<file path="config.mk">
export PLATFORM = sky130hd
export DESIGN_NAME = branch_predictor
export DESIGN_NICKNAME = d
export VERILOG_FILES = /design/src/rtl/bp_pkg.sv /design/src/rtl/bp_dir_table.sv /design/src/rtl/bp_target_buf.sv /design/src/rtl/bp_resolve.sv /design/src/rtl/branch_predictor.sv
export SDC_FILE = /design/constraint.sdc
export NUM_CORES = 1
export LEC_CHECK = 0
export ABC_AREA = 1
export CAP_MARGIN = 10
export CORE_ASPECT_RATIO = 1.5
export CORE_MARGIN = 1
export CORE_UTILIZATION = 64
export CTS_CLUSTER_SIZE = 16
export DETAILED_ROUTE_END_ITERATION = 6
export DONT_BUFFER_PORTS = 1
export PLACE_DENSITY_LB_ADDON = 0.1
export SYNTH_ARGS = -nofsm -noshare
export SYNTH_HDL_FRONTEND = slang
export SYNTH_SLANG_ARGS = --single-unit
</file>
<file path="constraint.sdc">
create_clock -name clk -period 3.6 [get_ports clk]
set_input_delay 0.36 -clock clk [delete_from_list [all_inputs] [get_ports clk]]
set_output_delay 0.36 -clock clk [all_outputs]
set_load 0.01 [all_outputs]
</file>
<file path="src/rtl/bp_pkg.sv">
package bp_pkg;

    // Two-bit hysteresis states; bit 1 is the predicted direction.
    typedef enum logic [1:0] {
        CNT_SNT = 2'b00,
        CNT_WNT = 2'b01,
        CNT_WT  = 2'b10,
        CNT_ST  = 2'b11
    } cnt_e;

    localparam cnt_e CNT_INIT = CNT_WNT;

    function automatic cnt_e cnt_next(input cnt_e cur, input logic taken);
        cnt_e nxt;
        nxt = cur;
        if (taken) begin
            if (cur != CNT_ST) nxt = cnt_e'(cur + 2'b01);
        end else begin
            if (cur != CNT_SNT) nxt = cnt_e'(cur - 2'b01);
        end
        return nxt;
    endfunction

    function automatic logic cnt_dir(input cnt_e cur);
        return cur[1];
    endfunction

endpackage

</file>
<file path="src/rtl/bp_dir_table.sv">
module bp_dir_table
    import bp_pkg::*;
#(
    parameter int unsigned IDX_W = 4
) (
    input  logic             clk,
    input  logic             rst,
    input  logic [IDX_W-1:0] rd_idx,
    output logic             rd_dir,
    input  logic             wr_en,
    input  logic [IDX_W-1:0] wr_idx,
    input  logic             wr_taken
);
    localparam int unsigned DEPTH = 1 << IDX_W;

    cnt_e tbl [DEPTH];

    always_ff @(posedge clk) begin
        if (rst) begin
            for (int i = 0; i < DEPTH; i++) tbl[i] <= CNT_INIT;
        end else if (wr_en) begin
            tbl[wr_idx] <= cnt_next(tbl[wr_idx], wr_taken);
        end
    end

    assign rd_dir = cnt_dir(tbl[rd_idx]);
endmodule

</file>
<file path="src/rtl/bp_target_buf.sv">
module bp_target_buf #(
    parameter int unsigned PC_W  = 32,
    parameter int unsigned IDX_W = 3
) (
    input  logic            clk,
    input  logic            rst,
    input  logic [PC_W-3:0] rd_word,
    output logic            rd_hit,
    output logic [PC_W-1:0] rd_target,
    input  logic            wr_en,
    input  logic [PC_W-3:0] wr_word,
    input  logic [PC_W-1:0] wr_target
);
    localparam int unsigned DEPTH = 1 << IDX_W;
    localparam int unsigned TAG_W = PC_W - 2 - IDX_W;

    typedef struct packed {
        logic             valid;
        logic [TAG_W-1:0] tag;
        logic [PC_W-1:0]  target;
    } entry_t;

    entry_t ents [DEPTH];

    logic [IDX_W-1:0] rd_idx, wr_idx;
    logic [TAG_W-1:0] rd_tag, wr_tag;
    entry_t           rd_ent;

    assign rd_idx = rd_word[IDX_W-1:0];
    assign rd_tag = rd_word[PC_W-3:IDX_W];
    assign wr_idx = wr_word[IDX_W-1:0];
    assign wr_tag = wr_word[PC_W-3:IDX_W];

    always_ff @(posedge clk) begin
        if (rst) begin
            for (int i = 0; i < DEPTH; i++) ents[i] <= '0;
        end else if (wr_en) begin
            ents[wr_idx] <= '{valid: 1'b1, tag: wr_tag, target: wr_target};
        end
    end

    assign rd_ent    = ents[rd_idx];
    assign rd_hit    = rd_ent.valid && (rd_ent.tag == rd_tag);
    assign rd_target = rd_ent.target;
endmodule

</file>
<file path="src/rtl/bp_resolve.sv">
module bp_resolve #(
    parameter int unsigned PC_W = 32
) (
    input  logic            upd_valid,
    input  logic [PC_W-1:0] upd_pc,
    input  logic            upd_taken,
    input  logic [PC_W-1:0] upd_target,
    input  logic            upd_pred_taken,
    input  logic [PC_W-1:0] upd_pred_target,
    output logic            mispredict,
    output logic [PC_W-1:0] redirect_pc
);
    logic dir_wrong, tgt_wrong;

    always_comb begin
        dir_wrong   = upd_taken != upd_pred_taken;
        tgt_wrong   = upd_taken && (upd_pred_target != upd_target);
        mispredict  = upd_valid && (dir_wrong || tgt_wrong);
        redirect_pc = upd_taken ? upd_target : upd_pc + PC_W'(4);
    end
endmodule

</file>
<file path="src/rtl/branch_predictor.sv">
module branch_predictor #(
    parameter int unsigned PC_W      = 32,
    parameter int unsigned DIR_IDX_W = 4,
    parameter int unsigned BTB_IDX_W = 3
) (
    input  logic            clk,
    input  logic            rst,
    input  logic [PC_W-1:0] fetch_pc,
    output logic            pred_taken,
    output logic [PC_W-1:0] pred_next_pc,
    input  logic            upd_valid,
    input  logic [PC_W-1:0] upd_pc,
    input  logic            upd_taken,
    input  logic [PC_W-1:0] upd_target,
    input  logic            upd_pred_taken,
    input  logic [PC_W-1:0] upd_pred_target,
    output logic            mispredict,
    output logic [PC_W-1:0] redirect_pc
);
    localparam int unsigned IDX_LO = 2;
    localparam int unsigned DIR_HI = DIR_IDX_W + IDX_LO - 1;

    logic            rd_dir;
    logic            tb_hit;
    logic [PC_W-1:0] tb_target;

    bp_dir_table #(.IDX_W(DIR_IDX_W)) u_dir (
        .clk      (clk),
        .rst      (rst),
        .rd_idx   (fetch_pc[DIR_HI:IDX_LO]),
        .rd_dir   (rd_dir),
        .wr_en    (upd_valid),
        .wr_idx   (upd_pc[DIR_HI:IDX_LO]),
        .wr_taken (upd_taken)
    );

    bp_target_buf #(.PC_W(PC_W), .IDX_W(BTB_IDX_W)) u_tgt (
        .clk       (clk),
        .rst       (rst),
        .rd_word   (fetch_pc[PC_W-1:IDX_LO]),
        .rd_hit    (tb_hit),
        .rd_target (tb_target),
        .wr_en     (upd_valid && upd_taken),
        .wr_word   (upd_pc[PC_W-1:IDX_LO]),
        .wr_target (upd_target)
    );

    bp_resolve #(.PC_W(PC_W)) u_res (
        .upd_valid       (upd_valid),
        .upd_pc          (upd_pc),
        .upd_taken       (upd_taken),
        .upd_target      (upd_target),
        .upd_pred_taken  (upd_pred_taken),
        .upd_pred_target (upd_pred_target),
        .mispredict      (mispredict),
        .redirect_pc     (redirect_pc)
    );

    assign pred_taken   = rd_dir && tb_hit;
    assign pred_next_pc = pred_taken ? tb_target : fetch_pc + PC_W'(4);
endmodule

</file>
==> results.sh, run 1 <==
export IMPL_numPortBuffers=0
export IMPL_grt_usage=0.4244
export IMPL_arrival_ns=3.27
export IMPL_synth_ff_type="edfxtp_1"
export IMPL_antenna_found_initial=1
export IMPL_cts_htree_levels=2
export IMPL_end_kind="primary output"
export IMPL_most_common_layout_cells="729 x nand2_1, 632 x nor2_1, 504 x edfxtp_1, 261 x inv_1, 186 x nand3_1"
export IMPL_initial_core_util=0.6512
export IMPL_postRouteAntennaNets=0
export IMPL_path_max_fanout=264
export IMPL_syn_cell_area_um2=26320
export IMPL_cts_hold_buffers=0
export IMPL_worst_slew_pin_transition_ns=1.195
export IMPL_grt_pass1_wl_mm=130.3
export IMPL_synth_cell_types=43
export IMPL_io_pins=199
export IMPL_cp_startpoint="fetch_pc[2]"
export IMPL_root_buffer="clkbuf_16"
export IMPL_setup_violations_final=4
export IMPL_min_path_type="in -> reg"
export IMPL_ys_seq_elements=512
export IMPL_cts_resized=0
export IMPL_drcViolationCount=0
export IMPL_grt_pass1_vias=21690
export IMPL_grt_max_degree=265
export IMPL_dieWidth_um=167.6
export IMPL_cts_tree="done"
export IMPL_met1_usage=0.4920
export IMPL_critical_path_class="in -> out"
export IMPL_p_leak_nw=11.57
export IMPL_cts_setup_buffers=0
export IMPL_dpl_hpwl_mm=55.54
export IMPL_setup_ws_ns=-0.02706
export IMPL_fin_crit_ns=3.627
export IMPL_ys_seq_area_frac=0.5810
export IMPL_fin_nets=3065
export IMPL_clk_pin_slew_worst_paths_ns=0.07
export IMPL_critPathLaunchType="input port"
export IMPL_n_fill_cell=3184
export IMPL_status="finished, violations left"
export IMPL_fin_crit_sh=1.008
export IMPL_ys_warnings_count=0
export IMPL_finish_utilization=0.6946
export IMPL_drv_slew=0
export IMPL_drive_gt1_frac=0.05777
export IMPL_r2r_start="u_dir.tbl[14][1]"
export IMPL_violations="negative setup slack"
export IMPL_die_h_um=250.4
export IMPL_mostFrequentLayoutCell="nand2_1"
export IMPL_dieArea_um2=41960
export IMPL_dp_slack_ns=0.3045
export IMPL_numCtsBuffers=46
export IMPL_grt_overflow=0
export IMPL_dpl_cell_count=3385
export IMPL_routed_wl_mm=89.17
export IMPL_use_met3=0.09306
export IMPL_pwr_density_cell_nw_per_um2=464.8
export IMPL_synthArstFlopShare=0
export IMPL_max_slew_margin=0.2032
export IMPL_wl_per_cell_um=25.70
export IMPL_via_count=22000
export IMPL_syn2layout_area_growth_pct=6.668
export IMPL_syn_inst=3013
export IMPL_cts_sinks=512
export IMPL_clk_path_buf_depth=3
export IMPL_top_usage_layer="met2"
export IMPL_skew_ns=0.01027
export IMPL_rsz0062_at_grt="false"
export IMPL_drt_iter0_drc=2664
export IMPL_total_power_w=0.01305
export IMPL_place_gp_congestion=0.9970
export IMPL_vdd_drop_max_mv=0.4547
export IMPL_rows=90
export IMPL_finalNonFillerCells=3470
export IMPL_syn_nets=3151
export IMPL_hold_viol_final=0
export IMPL_syn_area_per_cell_um2=8.737
export IMPL_clkLatencyLatePin_ns=0.57
export IMPL_synth_edf_count=504
export IMPL_routed_via_density=6.339
export IMPL_core_um2=40430
export IMPL_min_from="upd_target[20]"
export IMPL_drtPass1Iterations=6
export IMPL_met2_usage=0.6963
export IMPL_required_ns=3.24
export IMPL_max_clock_freq_ghz=0.2757
export IMPL_drv_cap=0
through the flow:
stage | setup TNS (ns) | cell area (um^2) | hold slack (ns)
floorplan | 0 | 26320 | 0.4270
global placement | 0 | 26680 | 0.4375
detailed placement | 0 | 26680 | 0.4402
CTS | 0 | 28070 | 0.1064
global route | 0 | 28070 | 0.1317
finish | -0.03626 | 28080 | 0.1155
power by group:
| group | internal (W) | switching [W] |
|---|---|---|
| clock | 0.00254 | 0.00218 |
| combinational | 0.000369 | 0.00101 |
| sequential | 0.00686 | 0.0000918 |
worst paths after layout:
kind | end | slack [ns] | depth (start not counted)
worst min register to register | u_tgt.ents[4][59] | 0.46 | 2
worst max-delay path | pred_next_pc[17] | -0.03 | 16
worst min-delay path | u_tgt.ents[7][20] | 0.12 | 2
worst max register to register | u_dir.tbl[4][1] | 1.33 | 8
flip-flops by register name (all words and copies together), names as in the netlist:
signal,count
u_dir.tbl,32
u_tgt.ents,480
per-layer routing:
metal | vias to the layer above | part of all wire
met3 | 410 | 0.12
li1 | 9701 | -
met5 | - | 0
met4 | 0 | 0.081
met2 | 1663 | 0.47
met1 | 10220 | 0.33
cells in the mapped netlist, types with 4 or more instances:
library cell | n | area [um^2]
o22ai_1 | 11 | 68.82
edfxtp_1 | 504 | 15130
xor2_1 | 51 | 446.7
nand2_1 | 742 | 2785
clkbuf_1 | 117 | 439.2
dfxtp_1 | 8 | 160.2
nor4_1 | 7 | 43.79
clkinv_1 | 36 | 135.1
buf_4 | 6 | 45.04
or2_2 | 31 | 193.9
buf_1 | 9 | 33.78
inv_2 | 5 | 18.77
o211ai_1 | 4 | 30.03
buf_6 | 12 | 135.1
a21oi_1 | 130 | 650.6
buf_2 | 36 | 180.2
a221oi_1 | 63 | 551.8
ha_1 | 5 | 62.56
nor2_1 | 632 | 2372
nor2_2 | 7 | 43.79
o2111ai_1 | 4 | 35.03
nor3_1 | 23 | 115.1
inv_1 | 263 | 987.2
nand3_1 | 189 | 945.9
o21ai_0 | 71 | 355.3
o21ai_1 | 5 | 25.02
xnor2_1 | 5 | 43.79
nand4_1 | 17 | 106.4
cell type report:
| cell class | count | area (um^2) | share of cell area |
|---|---|---|---|
| repair buffers | 46 | 445.4 | 0.01586 |
| flip-flops and latches | 512 | 15290 | 0.5447 |
| inverters | 304 | 1149 | 0.04091 |
| well taps | 506 | 633.1 | 0.02255 |
| multi-input cells | 2017 | 9158 | 0.3261 |
| clock inverters | 25 | 180.2 | 0.006417 |
| clock buffers | 56 | 1210 | 0.04309 |
| diodes | 4 | 10.01 | 0.0003565 |
logic make-up after synthesis:
logic type                 share of synthesized area
buffers and inverters                        0.07500
DFF                                           0.5810
adders and majority gates                   0.002377
xor gates and xnor gates                     0.01863
and+or+nand+nor                               0.2540
AOI/OAI and AO/OA                            0.06859
muxes                                      0.0003803
worst max-delay path, cell delays in order:
cell,delay [ns]
inv_6,0.48
buf_4,0.23
nand2_1,0.06
nand3_1,0.07
nand3_1,0.20
nand3_1,0.22
nand2_1,0.07
inv_1,0.05
nand2_1,0.04
nor2_1,0.13
nand2_1,0.10
nor2_4,0.11
nand2_4,0.14
inv_2,0.42
nand2_1,0.14
nand2_1,0.14
Power figures use the tool's default switching activity.
==> inputs of run 2 (changes only) <==
==> constraint.sdc (replaced) <==
create_clock -name clk -period 4.1 [get_ports clk]
set_input_delay 0.41 -clock clk [delete_from_list [all_inputs] [get_ports clk]]
set_output_delay 0.41 -clock clk [all_outputs]
set_load 0.01 [all_outputs]
==> results.sh, run 2 (same netlist as run 1, synthesis figures left out) <==
export IMPL_critPathLaunchType="input port"
export IMPL_clk_path_buf_depth=3
export IMPL_cts_sinks=512
export IMPL_critical_path_class="in -> out"
export IMPL_dieArea_um2=41960
export IMPL_max_clock_freq_ghz=0.2503
export IMPL_drv_slew=0
export IMPL_path_max_fanout=264
export IMPL_dieWidth_um=167.6
export IMPL_cts_tree="done"
export IMPL_hold_viol_final=0
export IMPL_dpl_hpwl_mm=54.56
export IMPL_fin_crit_sh=0.9744
export IMPL_root_buffer="clkbuf_16"
export IMPL_drtPass1Iterations=6
export IMPL_dp_slack_ns=0.4569
export IMPL_routed_via_density=6.322
export IMPL_dpl_cell_count=3378
export IMPL_postRouteAntennaNets=0
export IMPL_numCtsBuffers=47
export IMPL_vdd_drop_max_mv=0.4233
export IMPL_worst_slew_pin_transition_ns=1.063
export IMPL_antenna_found_initial=4
export IMPL_arrival_ns=3.59
export IMPL_finalNonFillerCells=3463
export IMPL_grt_pass1_wl_mm=127.0
export IMPL_die_h_um=250.4
export IMPL_numPortBuffers=0
export IMPL_grt_overflow=0
export IMPL_skew_ns=0.005234
export IMPL_biggestRegsByFlops="u_tgt.ents (480), u_dir.tbl (32)"
export IMPL_drive_gt1_frac=0.05886
export IMPL_place_gp_congestion=0.9978
export IMPL_fin_nets=3059
export IMPL_largest_reg_flops=480
export IMPL_core_um2=40430
export IMPL_min_path_type="in -> reg"
export IMPL_grt_max_degree=265
export IMPL_finish_utilization=0.6958
export IMPL_clkLatencyLatePin_ns=0.58
export IMPL_drt_iter0_drc=2944
export IMPL_max_slew_margin=0.2911
export IMPL_p_leak_nw=11.59
export IMPL_setup_violations_final=0
export IMPL_wl_per_cell_um=25.21
export IMPL_grt_usage=0.4152
export IMPL_cts_resized=0
export IMPL_pwr_density_cell_nw_per_um2=415.2
export IMPL_rows=90
export IMPL_largest_register="u_tgt.ents"
export IMPL_cts_setup_buffers=0
export IMPL_initial_core_util=0.6512
export IMPL_syn2layout_area_growth_pct=6.849
export IMPL_io_pins=199
export IMPL_end_kind="primary output"
export IMPL_fin_crit_ns=3.995
export IMPL_drcViolationCount=0
export IMPL_reg2regPathDepth=9
export IMPL_cts_hold_buffers=0
export IMPL_setup_tns_ns=0
export IMPL_drv_cap=0
export IMPL_setup_ws_ns=0.1049
export IMPL_clk_pin_slew_worst_paths_ns=0.06
export IMPL_mostFrequentLayoutCell="nand2_1"
export IMPL_hold_depth=2
export IMPL_required_ns=3.69
export IMPL_most_common_layout_cells="729 x nand2_1, 632 x nor2_1, 504 x edfxtp_1, 261 x inv_1, 186 x nand3_1"
export IMPL_status="finished clean"
export IMPL_rsz0062_at_grt="false"
export IMPL_routed_wl_mm=87.32
export IMPL_cts_htree_levels=2
export IMPL_grt_pass1_vias=21230
export IMPL_via_count=21890
==> run 2: cell count changes in the layout (fill, tap and decap cells not counted) <==
| cell | previous run | this run |
|---|---|---|
| buf_12 | 8 | 7 |
| clkinv_16 | 0 | 1 |
| clkbuf_1 | 9 | 10 |
| clkinvlp_4 | 0 | 1 |
| diode_2 | 4 | 1 |
| clkinv_8 | 0 | 1 |
| clkinv_1 | 50 | 42 |
| bufinv_16 | 2 | 4 |
| inv_16 | 1 | 0 |
| clkinv_2 | 6 | 10 |
| inv_6 | 3 | 2 |
| clkbuf_8 | 0 | 3 |
| buf_4 | 38 | 32 |
==> run 2: final timing paths <==
path | startpoint | to | slack (ns)
setup / recovery | fetch_pc[2] | pred_next_pc[13] | 0.10
hold / removal | upd_target[19] | u_tgt.ents[2][19] | 0.15
setup reg to reg | u_dir.tbl[7][1] | u_dir.tbl[14][0] | 1.76
hold reg to reg | u_tgt.ents[4][59] | u_tgt.ents[4][59] | 0.45
==> run 2: worst max-delay path, stage by stage <==
cell and delay, ns:
inv_6 0.62, buf_12 0.24, nand2_1 0.06, nand2_1 0.06, nand2_1 0.05, nand3_1 0.12, nand2_1 0.08, nand2_1 0.06
nand2_1 0.05, nor2_1 0.11, nand3_1 0.15, nor2_4 0.27, nand2_4 0.26, inv_2 0.51, nand2_1 0.13, nand2_1 0.16
==> run 2: report_power, final <==
part           internal [W]  switching [W]  total [W]
Combinational      0.000323       0.000879    0.00120
Clock               0.00243        0.00194    0.00437
Sequential          0.00603      0.0000812    0.00611
==> run 2: final cells by class <==
type	instances	area [um^2]
clock inverter	24	255.2
inverter	304	1149
multi-input combinational	2017	9158
tap	506	633.1
timing repair buffer	39	380.4
antenna	1	2.502
clock buffer	60	1255
sequential	512	15290
fill	3186	12300
==> run 2: per-stage QoR <==
step                hold WS [ns]  total power (W)  area (um^2)
finish                    0.1511          0.01168        28130
global route              0.1659          0.01198        28130
CTS                       0.1394          0.01164        28120
detailed placement        0.4401         0.007386        26610
global placement          0.4384         0.007359        26610
floorplan                 0.4270         0.007039        26320
==> run 2: layer usage <==
metal,global-route usage,vias to the layer above,wire length [um]
li1,-,9695,-
met1,0.4843,10140,29190
met2,0.6764,1664,41000
met3,0.1022,389,10850
met4,0.2855,6,6234
met5,0,-,43
